`src/rtl/shm_db_pkg.sv`:
```
package shm_db_pkg;
  localparam int ID_W   = 16;
  localparam int VEC_W  = 16;
  localparam int DATA_W = 32;

  // word indices inside the 256-byte window
  localparam logic [5:0] W_MASK = 6'd0;
  localparam logic [5:0] W_STAT = 6'd1;
  localparam logic [5:0] W_POS  = 6'd2;
  localparam logic [5:0] W_BELL = 6'd3;

  function automatic logic [ID_W-1:0] bell_peer(input logic [DATA_W-1:0] w);
    return w[31:16];
  endfunction

  function automatic logic [VEC_W-1:0] bell_vec(input logic [DATA_W-1:0] w);
    return w[15:0];
  endfunction

  // vector is usable only below the connected count
  function automatic logic vec_in_range(input logic [15:0] vec, input logic [15:0] nvec);
    return vec < nvec;
  endfunction

  function automatic logic line_level(input logic stat, input logic mask, input logic msi);
    return stat & mask & ~msi;
  endfunction
endpackage

```
`src/rtl/shm_db_peer_table.sv`:
```
module shm_db_peer_table #(
  parameter int ENTRIES = 4,
  parameter int NVEC_W  = 5,
  localparam int IDX_W  = (ENTRIES > 1) ? $clog2(ENTRIES) : 1
) (
  input  logic              clk,
  input  logic              rst_n,
  input  logic              ld_en,
  input  logic [IDX_W-1:0]  ld_idx,
  input  logic              ld_valid,
  input  logic [15:0]       ld_peer,
  input  logic [NVEC_W-1:0] ld_nvec,
  input  logic [15:0]       lk_peer,
  output logic              lk_hit,
  output logic [NVEC_W-1:0] lk_nvec
);
  logic [ENTRIES-1:0] ent_match;
  logic [NVEC_W-1:0]  ent_nvec [ENTRIES];

  for (genvar g = 0; g < ENTRIES; g++) begin : g_ent
    logic              v_q;
    logic [15:0]       p_q;
    logic [NVEC_W-1:0] n_q;
    always_ff @(posedge clk) begin
      if (!rst_n) begin
        v_q <= 1'b0;
        p_q <= '0;
        n_q <= '0;
      end else if (ld_en && ld_idx == IDX_W'(g)) begin
        v_q <= ld_valid;
        p_q <= ld_peer;
        n_q <= ld_nvec;
      end
    end
    assign ent_match[g] = v_q && (p_q == lk_peer);
    assign ent_nvec[g]  = n_q;
  end

  // lowest index wins: scan downward so the last hit is the lowest
  always_comb begin
    lk_hit  = 1'b0;
    lk_nvec = '0;
    for (int i = ENTRIES - 1; i >= 0; i--) begin
      if (ent_match[i]) begin
        lk_hit  = 1'b1;
        lk_nvec = ent_nvec[i];
      end
    end
  end
endmodule

```
`src/rtl/shm_db_bell_filter.sv`:
```
module shm_db_bell_filter
  import shm_db_pkg::*;
#(
  parameter int NVEC_W = 5
) (
  input  logic              clk,
  input  logic              rst_n,
  input  logic              wr_bell,
  input  logic [DATA_W-1:0] wdata,
  input  logic              intr_en,
  input  logic              setup_done,
  input  logic              hit,
  input  logic [NVEC_W-1:0] nvec,
  output logic              accept,
  output logic              ring_valid,
  output logic [ID_W-1:0]   ring_peer,
  output logic [VEC_W-1:0]  ring_vector
);
  assign accept = wr_bell && intr_en && setup_done && hit &&
                  vec_in_range(bell_vec(wdata), 16'(nvec));

  always_ff @(posedge clk) begin
    if (!rst_n) begin
      ring_valid  <= 1'b0;
      ring_peer   <= '0;
      ring_vector <= '0;
    end else begin
      ring_valid <= accept;
      if (accept) begin
        ring_peer   <= bell_peer(wdata);
        ring_vector <= bell_vec(wdata);
      end
    end
  end
endmodule

```
`src/rtl/shm_db_status_line.sv`:
```
module shm_db_status_line
  import shm_db_pkg::*;
(
  input  logic clk,
  input  logic rst_n,
  input  logic wr_mask,
  input  logic wr_stat,
  input  logic rd_stat,
  input  logic wbit,
  input  logic peer_irq,
  input  logic msi_en,
  output logic mask_q,
  output logic stat_q,
  output logic legacy_irq
);
  always_ff @(posedge clk) begin
    if (!rst_n) begin
      mask_q <= 1'b0;
      stat_q <= 1'b0;
    end else begin
      if (wr_mask) mask_q <= wbit;
      if (peer_irq)     stat_q <= 1'b1;
      else if (wr_stat) stat_q <= wbit;
      else if (rd_stat) stat_q <= 1'b0;
    end
  end

  assign legacy_irq = line_level(stat_q, mask_q, msi_en);
endmodule

```
`src/rtl/shm_doorbell_regs.sv`:
```
module shm_doorbell_regs
  import shm_db_pkg::*;
#(
  parameter int TBL_ENTRIES = 4,
  parameter int NVEC_W      = 5,
  localparam int IDX_W      = (TBL_ENTRIES > 1) ? $clog2(TBL_ENTRIES) : 1
) (
  input  logic              clk,
  input  logic              rst_n,
  input  logic              cfg_intr_en,
  input  logic              cfg_setup_done,
  input  logic              cfg_msi_en,
  input  logic [15:0]       cfg_own_id,
  input  logic [7:0]        reg_addr,
  input  logic              reg_wr,
  input  logic [31:0]       reg_wdata,
  input  logic              reg_rd,
  output logic [31:0]       reg_rdata,
  input  logic              tbl_load,
  input  logic [IDX_W-1:0]  tbl_index,
  input  logic              tbl_valid,
  input  logic [15:0]       tbl_peer_id,
  input  logic [NVEC_W-1:0] tbl_nvec,
  input  logic              peer_irq_in,
  output logic              ring_valid,
  output logic [15:0]       ring_peer,
  output logic [15:0]       ring_vector,
  output logic              legacy_irq
);
  logic [5:0]        word;
  logic              aligned;
  logic              wr_mask, wr_stat, wr_bell, rd_stat;
  logic              lk_hit;
  logic [NVEC_W-1:0] lk_nvec;
  logic [15:0]       bell_nvec16;
  logic              bell_accept;
  logic              mask_q, stat_q;
  logic [31:0]       rd_value;

  assign word    = reg_addr[7:2];
  assign aligned = (reg_addr[1:0] == 2'b00);
  assign wr_mask = reg_wr && aligned && (word == W_MASK);
  assign wr_stat = reg_wr && aligned && (word == W_STAT);
  assign wr_bell = reg_wr && aligned && (word == W_BELL);
  assign rd_stat = reg_rd && aligned && (word == W_STAT);
  assign bell_nvec16 = 16'(lk_nvec);

  shm_db_peer_table #(.ENTRIES(TBL_ENTRIES), .NVEC_W(NVEC_W)) table_i (
    .clk(clk), .rst_n(rst_n),
    .ld_en(tbl_load), .ld_idx(tbl_index), .ld_valid(tbl_valid),
    .ld_peer(tbl_peer_id), .ld_nvec(tbl_nvec),
    .lk_peer(bell_peer(reg_wdata)), .lk_hit(lk_hit), .lk_nvec(lk_nvec)
  );

  shm_db_bell_filter #(.NVEC_W(NVEC_W)) filter_i (
    .clk(clk), .rst_n(rst_n),
    .wr_bell(wr_bell), .wdata(reg_wdata),
    .intr_en(cfg_intr_en), .setup_done(cfg_setup_done),
    .hit(lk_hit), .nvec(lk_nvec), .accept(bell_accept),
    .ring_valid(ring_valid), .ring_peer(ring_peer), .ring_vector(ring_vector)
  );

  shm_db_status_line status_i (
    .clk(clk), .rst_n(rst_n),
    .wr_mask(wr_mask), .wr_stat(wr_stat), .rd_stat(rd_stat),
    .wbit(reg_wdata[0]), .peer_irq(peer_irq_in), .msi_en(cfg_msi_en),
    .mask_q(mask_q), .stat_q(stat_q), .legacy_irq(legacy_irq)
  );

  always_comb begin
    rd_value = '0;
    if (aligned) begin
      case (word)
        W_MASK:  rd_value = {31'b0, mask_q};
        W_STAT:  rd_value = {31'b0, stat_q};
        W_POS:   rd_value = cfg_intr_en ? {16'b0, cfg_own_id} : 32'b0;
        default: rd_value = '0;
      endcase
    end
  end

  always_ff @(posedge clk) begin
    if (!rst_n)      reg_rdata <= '0;
    else if (reg_rd) reg_rdata <= rd_value;
  end
endmodule

```
`config.mk`:
```
export PLATFORM = sky130hd
export DESIGN_NAME = shm_doorbell_regs
export DESIGN_NICKNAME = d
export VERILOG_FILES = /design/src/rtl/shm_db_pkg.sv /design/src/rtl/shm_db_peer_table.sv /design/src/rtl/shm_db_bell_filter.sv /design/src/rtl/shm_db_status_line.sv /design/src/rtl/shm_doorbell_regs.sv
export SDC_FILE = /design/constraint.sdc
export NUM_CORES = 1
export LEC_CHECK = 0
export ABC_AREA = 1
export BUFFER_PORTS_ARGS = -buffer_cell sky130_fd_sc_hd__buf_2
export CAP_MARGIN = 20
export CORE_MARGIN = 1.5
export CORE_UTILIZATION = 54
export DETAILED_ROUTE_END_ITERATION = 7
export GPL_ROUTABILITY_DRIVEN = 1
export PLACE_DENSITY = 0.8
export SLEW_MARGIN = 10
export SYNTH_ARGS = -nofsm -noshare
export SYNTH_HDL_FRONTEND = slang
export SYNTH_HIERARCHICAL = 1
export SYNTH_SLANG_ARGS = --single-unit
export TNS_END_PERCENT = 1
```
`constraint.sdc`:
```
create_clock -name clk -period 2.75 [get_ports clk]
set_input_delay 0.55 -clock clk [delete_from_list [all_inputs] [get_ports clk]]
set_output_delay 0.55 -clock clk [all_outputs]
set_load 0.005 [all_outputs]
```
# ---- Yosys cells after proc, flatten, opt, wreduce, memory -nomap -nowiden
# Cells that the tools add are included.
dict set report classes {
  mux 14
  order_cmp 1
  eq_ne 10
  bitwise 3
  reduce_logical 22
}
# cell count
set op_table {}
lappend op_table {{== test 16 bit} 4}
lappend op_table {{one-hot mux 16 bit (3 select lines)} 1}
lappend op_table {{two-way mux 16 bit} 2}
lappend op_table {{two-way mux 5 bit} 4}
lappend op_table {{logical AND 1 bit} 18}
lappend op_table {{< comparator 16 x 5 -> 1 bit} 1}
lappend op_table {{== test 6 x 2 -> 1 bit (second input constant)} 2}
lappend op_table {{two-way mux 1 bit} 7}
lappend op_table {{== test 6 x 1 -> 1 bit (second input constant)} 1}
lappend op_table {{logical NOT 6 bit} 1}
lappend op_table {{== test 2 bit (second input constant)} 2}
lappend op_table {{logical NOT 2 bit} 2}
lappend op_table {{nonzero test 3 bit} 1}
lappend op_table {{bitwise AND 1 bit} 2}
lappend op_table {{== test 2 x 1 -> 1 bit (second input constant)} 1}
lappend op_table {{NOT 1 bit} 1}
dict set report totals {
  word_cells 68
  inputBits 89
  reg_bits 155
}

# ---- Depth between registers and ports, before layout
# Gate-level depths: netlist of the first run.
dict set report depth {
  word_depth 8
  depth_mapped 24
}

# ---- Hierarchy
# Netlist of the first run, hierarchy kept.
# mod n_inst area_each_um2 cells_per_inst
set by_module_without_submodules {}
lappend by_module_without_submodules {shm_db_peer_table 1 4204.0 636}
lappend by_module_without_submodules {shm_db_bell_filter 1 1505.2 216}
lappend by_module_without_submodules {shm_doorbell_regs 1 967.2 131}
lappend by_module_without_submodules {shm_db_status_line 1 87.6 13}

# ---- Least setup slack after synthesis of the first run
# OpenSTA, ideal clock, no wires.
dict set report synth_timing {
  path_kind {input -> register}
  from {input port reg_wdata[27]}
  to {register filter_i.ring_peer[10]}
  t_arrival_ns 2.396
  setup_slack_ns 0.239
  t_required_ns 2.635
  cell_stages 21
  setup_time_ns 0.115
  path_cell_list {inv_1 -> o21ai_0 -> nor2_1 -> nand2_1 -> nor2_2 -> nand3_2 -> buf_6 -> nand2_2 -> nand2_1 -> nand2_1 -> nand2_1 -> nand2_1 -> inv_1 -> ha_1 -> a21oi_1 -> nand2_1 -> nand2_2 -> buf_2 -> nand3_1 -> nand2_1 -> nor2_1}
}
dict set report synth_via {
  elab_chain_cells 8
  elab_cells_between_ends 19
  classes_between {order compare (1); eq/ne (4); mux (8); reduce/logical (6)}
}
# element line
set synth_rtl {}
lappend synth_rtl {{from (decl)} shm_doorbell_regs.sv:16} ;# input logic [31:0] reg_wdata,
lappend synth_rtl {{== test 16 bit} shm_db_peer_table.sv:35} ;# assign ent_match[g] = v_q && (p_q == lk_peer);
lappend synth_rtl {{logical AND 1 bit} shm_db_peer_table.sv:35}
lappend synth_rtl {{two-way mux 5 bit (3 in a row)} shm_db_peer_table.sv:44} ;# if (ent_match[i]) begin
lappend synth_rtl {{two-way mux 5 bit (*)} shm_db_peer_table.sv:44}
lappend synth_rtl {{named net lk_nvec[3]} shm_doorbell_regs.sv:34} ;# logic [NVEC_W-1:0] lk_nvec;
lappend synth_rtl {{< comparator 16 x 5 -> 1 bit (*)} shm_db_pkg.sv:22} ;# return vec < nvec;
lappend synth_rtl {{logical AND 1 bit (*)} shm_db_bell_filter.sv:19} ;# assign accept = wr_bell && intr_en && setup_done && hit &&
lappend synth_rtl {{to (signal assigned)} shm_db_bell_filter.sv:30} ;# ring_peer <= bell_peer(wdata);
lappend synth_rtl {{to (decl)} shm_db_bell_filter.sv:16} ;# output logic [ID_W-1:0] ring_peer,
# Mark *: on every way through the listed nets, which the timed path passes. The rest lies on a longest branch.
# A chain may end at the register's enable or synchronous reset.

# ---- Final worst setup path of the first run
dict set report layout_timing {
  from {register table_i.g_ent[3].p_q[9]}
  to {register filter_i.ring_peer[13]}
}
dict set report layout_via {
  elab_chain_cells 8
  elab_cells_between_ends 13
  classes_between {order compare (1); eq/ne (1); mux (8); reduce/logical (3)}
}
# element line
set layout_rtl {}
lappend layout_rtl {{from (decl)} shm_db_peer_table.sv:22} ;# logic [15:0] p_q;
lappend layout_rtl {{from (signal assigned)} shm_db_peer_table.sv:31} ;# p_q <= ld_peer;
lappend layout_rtl {{== test 16 bit} shm_db_peer_table.sv:35}
lappend layout_rtl {{logical AND 1 bit} shm_db_peer_table.sv:35}
lappend layout_rtl {{two-way mux 5 bit (4 in a row)} shm_db_peer_table.sv:44}
lappend layout_rtl {{named net lk_nvec[2]} shm_doorbell_regs.sv:34}
lappend layout_rtl {{< comparator 16 x 5 -> 1 bit} shm_db_pkg.sv:22}
lappend layout_rtl {{logical AND 1 bit} shm_db_bell_filter.sv:19}
# The timed path passes the listed nets, and every way through them passes these cells.

==> results.toml, run 1 <==
[status]
status = "completed"

[power_and_ir_drop]
powerDensity_nw_per_um2 = 600
p_total_mw = 5.15
power_leakage_nw = 4.05
ir_drop_mv = 0.397

[floorplanning]
dieWidth_microns = 115
rows = 40
io_pins = 155
core_sq_um = 12100
die_y_microns = 115
die_area_sq_um = 13200
initial_core_util_pct = 55.8

[sta]
period_minus_slack_ns = 2.62
final-setup-viol-count = 0
hold_ws_ns = 0.404
finalSetupTns_ns = 0
max_slew_margin_pct = 45.1
slew_viol_final = 0
hold_viol_final = 0
period_share_pct = 95.4
worst_clock_skew_ns = 0.00804
tightest_slew_ns = 0.823
max_freq_mhz = 381

[clock_network]
clock_latency_ns = 0.42
cts_root_buf = "clkbuf_16"
cts_sinks = 139
cts_hold_buf = 0
htree_levels = 4
post_cts_buffers = 0
cts_tree = "built"
clk_pin_slew_ns = 0.06
clock_path_buffers = 2
cts_made_buffers = 17

[setup_path]
path_common_cell = "nand2_1"
path_cells = "inv_1 > nand2_1 > o21ai_0 > nor2_1 > nand2_1 > nor2_2 > buf_6 > nand3_4 > o21ai_0 > nand2_1 > nand2_1 > inv_1 > ha_1 > nand2_1 > inv_1 > nand2_1 > nand2_2 > nand2_8 > clkbuf_16 > a21oi_2 > nor2_1"
cpLargestDelayFamily = "simple AND/OR/NAND/NOR gates"
startpoint = "table_i/g_ent[3].p_q[9]$_SDFFE_PN0P_"
cp.arrival_ns = 2.93
crit_type = "reg -> reg"
crit_slowest_cell = "dfxtp_1"
worstPathRequired_ns = 3.06
cp-end-kind = "flip-flop"
worstPathMaxFanout = 8
cp-start-kind = "flip-flop"
r2r-start = "table_i/g_ent[3].p_q[9]$_SDFFE_PN0P_"
worstPathBufferInverterCount = 5
slowest_delay_ns = 0.32

[grt]
grt-ovfl-total = 0
antenna_found_initial = 0
grt_max_degree = 50
grt_usage_pct = 29.2
grt_pass1_vias = 6152
grt_pass1_wl_microns = 29900

[finish]
mostFrequentLayoutCells = "nand2_1 (186), nor2_1 (180), dfxtp_1 (139)"
final_net_count = 1243
fillers = 1008
layout_commonest_cell = "nand2_1"
utilization_pct = 70.8
drive_gt1_share_pct = 23.2
antenna_cells = 0
synthToLayoutAreaGrowth_pct = 26.7

[logic_synthesis]
ys_seq_area_share_pct = 41.1
ys_types = 37
postSynthAreaPerCell_sq_um = 6.79
syn_inst = 996
synth_warnings = 6
synth_area_sq_um = 6760
synth-seq-cells = 139

[hold_path]
hp-class = "in -> reg"
min_from = "peer_irq_in"

[drt]
dr.pass1.iters = 5
viasPerCell = 5.32
ant_nets = 0
drcViolationCount = 0
via_count = 7074
drt_iter0_drc = 764
routedWlPerCell_microns = 14.9
routed_wl_microns = 19900

[flow_run]
cap_violations = 0

[placed_design]
port_buffers = 138
place.detailed.hpwl_microns = 13500
gp_congestion = 0.914
repair_timing:
action / in CTS / in global routing
endpoints found under the hold margin: 0 / 0
gates resized for setup: 0 / 42
setup endpoints to repair: 0 / 32
final timing paths:
check                                               to  slack, ns  depth (start not counted)
setup / recovery   filter_i/ring_peer[13]$_SDFFE_PN0P_       0.13                         21
hold / removal            status_i/stat_q$_SDFFE_PN0P_       0.40                          3
setup reg to reg   filter_i/ring_peer[13]$_SDFFE_PN0P_       0.13                         21
hold reg to reg   filter_i/ring_vector[5]$_SDFFE_PN0P_       0.44                          2
stage by stage:
stage               setup WS (ns)  cell area (sq um)  std cells
floorplan                   0.239               6820       1011
global placement           -0.165               7700       1295
detailed placement         -0.216               7700       1295
CTS                         0.153               8340       1326
global route              -0.0481               8570       1330
finish                      0.128               8570       1330
per-layer routing:
| metal | GRT usage (%) | part of all wire (%) |
|---|---|---|
| met1 | 37.4 | 41 |
| met2 | 48.5 | 47 |
| met3 | 5.69 | 8.9 |
| met4 | 11.9 | 2.7 |
| met5 | 0 | 0 |
logic make-up (layout without fill, tap and decap cells):
| kind of cell | count (synthesis) | count (layout) | synth area share, % |
|---|---|---|---|
| and+or+nand+nor | 457 | 457 | 28.8 |
| xor gates and xnor gates | 15 | 15 | 1.94 |
| buffers and inverters | 172 | 323 | 11.5 |
| DFF | 139 | 139 | 41.1 |
| other | 1 | 16 | 0.0554 |
| AOI/OAI and AO/OA | 208 | 208 | 15.8 |
| adders and majority gates | 4 | 4 | 0.740 |
synthesized netlist by cell type (all sizes together):
cell	n	area (sq um)
nand3b	15	116
nor2b	1	13.8
o211ai	3	22.5
nor3	5	47.5
nand2	193	734
nor4	2	12.5
inv	111	417
dlymetal6s2s	1	12.5
nor2	192	741
nand4	6	37.5
conb	1	3.75
o22ai	1	6.26
clkinv	1	3.75
dfxtp	139	2780
clkbuf	27	103
a21oi	86	449
nand3	40	228
buf	32	243
xnor2	4	35.0
xor2	11	96.3
o21ai	118	591
ha	4	50.1
or2	3	18.8
worst reg2reg max path, stage by stage (launching register included):
cell	delay (ns)
dfxtp_1	0.32
inv_1	0.06
nand2_1	0.07
o21ai_0	0.10
nor2_1	0.15
nand2_1	0.08
nor2_2	0.14
buf_6	0.14
nand3_4	0.06
o21ai_0	0.17
nand2_1	0.07
nand2_1	0.06
inv_1	0.04
ha_1	0.27
nand2_1	0.04
inv_1	0.04
nand2_1	0.05
nand2_2	0.11
nand2_8	0.10
clkbuf_16	0.19
a21oi_2	0.14
nor2_1	0.08
registers in the layout, summed over array words and instances (netlist names):
register / count
table_i/g_ent.p_q: 64
table_i/g_ent.n_q: 20
filter_i/ring_peer: 16
filter_i/ring_vector: 16
reg_rdata: 16
table_i/g_ent.v_q: 4
filter_i/ring_valid: 1
status_i/mask_q: 1
status_i/stat_q: 1
layout make-up:
class / instances / area (sq um) / share of cell area [%]
flip-flops and latches: 139 / 2780 / 32.5
repair buffers: 180 / 1110 / 13.0
multi-input cells: 700 / 3410 / 39.7
inverters: 112 / 424 / 4.95
well taps: 168 / 210 / 2.45
clock buffers: 19 / 443 / 5.17
clock inverters: 12 / 196 / 2.29
where the power goes:
part	internal, mW	switching (mW)
logic	0.201	0.335
clock network	1.62	0.864
registers	2.08	0.0411
total	3.91	1.24
No activity file was read; power rests on OpenSTA's default activity.
==> run 2: changes to the inputs <==
==> constraint.sdc (replaced) <==
create_clock -name clk -period 2.75 [get_ports clk]
set_input_delay 0.4125 -clock clk [delete_from_list [all_inputs] [get_ports clk]]
set_output_delay 0.4125 -clock clk [all_outputs]
set_load 0.005 [all_outputs]
==> run 2 against run 1 <==
Net effect: register-to-register slack improved by 0.09 ns; clock power decreased by 5%; via count shrank 4.2%; wire length down 4.5%; highest routed layer unchanged; clock skew down 0.0016 ns; cell count fell by 0.90%.
==> results.toml, run 2 (same netlist as run 1, synthesis figures left out) <==
[drt]
ant_nets = 0
routedWlPerCell_microns = 14.4
drcViolationCount = 0
via_count = 6775
drt_iter0_drc = 704
routed_wl_microns = 19000
dr.pass1.iters = 5
viasPerCell = 5.14

[sta]
slew_viol_final = 0
hold_viol_final = 0
max_freq_mhz = 394
period_minus_slack_ns = 2.54
tightest_slew_ns = 0.658
max_slew_margin_pct = 56.0
hold_ws_ns = 0.260
period_share_pct = 92.3
setup_slack_ns = 0.213
worst_clock_skew_ns = 0.00647
finalSetupTns_ns = 0
final-setup-viol-count = 0

[power_and_ir_drop]
swShare_pct = 25.1
ir_drop_mv = 0.337
power_leakage_nw = 3.96
switching_power_mw = 1.26
combPwrFrac_pct = 10.2
seqPwrFrac_pct = 42.4
internal_power_mw = 3.75
p_total_mw = 5.00
p_clk_share_pct = 47.3
powerDensity_nw_per_um2 = 596

[finish]
mostFrequentLayoutCells = "nand2_1 (187), nor2_1 (180), dfxtp_1 (138), buf_2 (138), o21ai_0 (109)"
largest-register = "table_i/g_ent.p_q"
antenna_cells = 0
fin_area_sq_um = 8390
largest_reg_flops = 64
fillers = 1043
stdcell_count = 1318
largestRegisters = "table_i/g_ent.p_q x64, table_i/g_ent.n_q x20"
drive_gt1_share_pct = 21.9
final_net_count = 1230
layout_commonest_cell = "nand2_1"
synthToLayoutAreaGrowth_pct = 24.1
utilization_pct = 69.3

[setup_path]
startpoint = "table_i/g_ent[2].p_q[6]$_SDFFE_PN0P_"
crit_type = "reg -> reg"
worstPathMaxFanout = 10
r2r_slack_ns = 0.21
cp.arrival_ns = 2.85
r2r_end = "filter_i/ring_peer[11]$_SDFFE_PN0P_"
cp-start-kind = "flip-flop"
cp-endpoint = "filter_i/ring_peer[11]$_SDFFE_PN0P_"
r2r-start = "table_i/g_ent[2].p_q[6]$_SDFFE_PN0P_"
cp-end-kind = "flip-flop"
reg2reg_depth = 20
worstPathRequired_ns = 3.06

[clock_network]
clk_pin_slew_ns = 0.06
cts_tree = "built"
clock_latency_ns = 0.42
clock_path_buffers = 2
htree_levels = 4
cts_sinks = 139
post_cts_buffers = 0
cts_hold_buf = 0
cts_made_buffers = 17
cts_root_buf = "clkbuf_16"

[grt]
grt_max_degree = 62
grt_pass1_wl_microns = 29400
antenna_found_initial = 0
grt_pass1_vias = 5986
grt-ovfl-total = 0
grt_usage_pct = 28.7

[placed_design]
placed_cells = 1283
dpl_worst_slack_ns = -0.109
placed_cell_area_sq_um = 7610
place.detailed.hpwl_microns = 13200
gp_congestion = 0.918
port_buffers = 138

[floorplanning]
io_pins = 155
die_area_sq_um = 13200
rows = 40
dieWidth_microns = 115
initial_core_util_pct = 55.8
core_sq_um = 12100
die_y_microns = 115

[flow_run]
cap_violations = 0

[status]
status = "completed"

[hold_path]
hp-class = "in -> reg"
## run 2: cell types whose count changed in the layout (fill, tap and decap cells not counted), sizes merged
cell,change
bufinv,-2
buf,-12
clkinvlp,+1
inv,+2
clkbuf,-1
## run 2: timing repair
action,CTS,global route
setup endpoints to repair,0,33
gates resized for setup,0,27
endpoints found under the hold margin,0,0
## run 2: routing by layer
metal,track usage (%),part of all wire [%],vias to the layer above
li1,-,-,3412
met1,36.9,42,2997
met2,47.1,46,330
met4,11.6,2.3,0
met3,6.22,9.0,36
met5,0,0,-
## run 2: power groups by stage
stage	registers (mW)	logic (mW)	clock network [mW]
5_1_grt	2.13	0.571	2.48
3_5_place_dp	2.16	0.475	0
6_report	2.12	0.513	2.37
4_1_cts	2.12	0.480	2.39
2_1_floorplan	2.15	0.298	0
3_3_place_gp	2.16	0.470	0
## run 2: area by class of cell
| type | count | area, sq um | area share (%) |
|---|---|---|---|
| multi-input cells | 700 | 3350 | 40.0 |
| repair buffers | 167 | 1000 | 12.0 |
| inverters | 112 | 420 | 5.01 |
| clock buffers | 19 | 453 | 5.40 |
| flip-flops and latches | 139 | 2780 | 33.2 |
| clock inverters | 13 | 168 | 2.00 |
| well taps | 168 | 210 | 2.50 |
## run 2: critical path, cell delays in order, from the launching register on
cell and delay (ns):
dfxtp_1 0.35, inv_1 0.06, nand2_1 0.06, o21ai_0 0.11
nor2_1 0.11, nand2_1 0.10, nor2_4 0.15, nand3_4 0.14
nand2_1 0.11, nand2_1 0.08, a21oi_2 0.12, inv_1 0.05
ha_1 0.26, nand2_1 0.05, nand2_1 0.05, nand2_1 0.06
nand2_2 0.11, nand2_8 0.10, clkbuf_16 0.18, a21oi_1 0.12
nor2_1 0.06
## run 2: how the worst min path moves through the flow
stage | depth (start not counted) | to | start | slack, ns
6_report | 3 | status_i/stat_q$_SDFFE_PN0P_ | peer_irq_in | 0.26
5_1_grt | 3 | status_i/stat_q$_SDFFE_PN0P_ | peer_irq_in | 0.26
4_1_cts | 3 | status_i/stat_q$_SDFFE_PN0P_ | peer_irq_in | 0.26
3_5_place_dp | 2 | filter_i/ring_vector[5]$_SDFFE_PN0P_ | filter_i/ring_vector[5]$_SDFFE_PN0P_ | 0.42
3_3_place_gp | 2 | filter_i/ring_vector[5]$_SDFFE_PN0P_ | filter_i/ring_vector[5]$_SDFFE_PN0P_ | 0.42
2_1_floorplan | 2 | table_i/g_ent[3].v_q$_SDFFE_PN0P_ | table_i/g_ent[3].v_q$_SDFFE_PN0P_ | 0.42
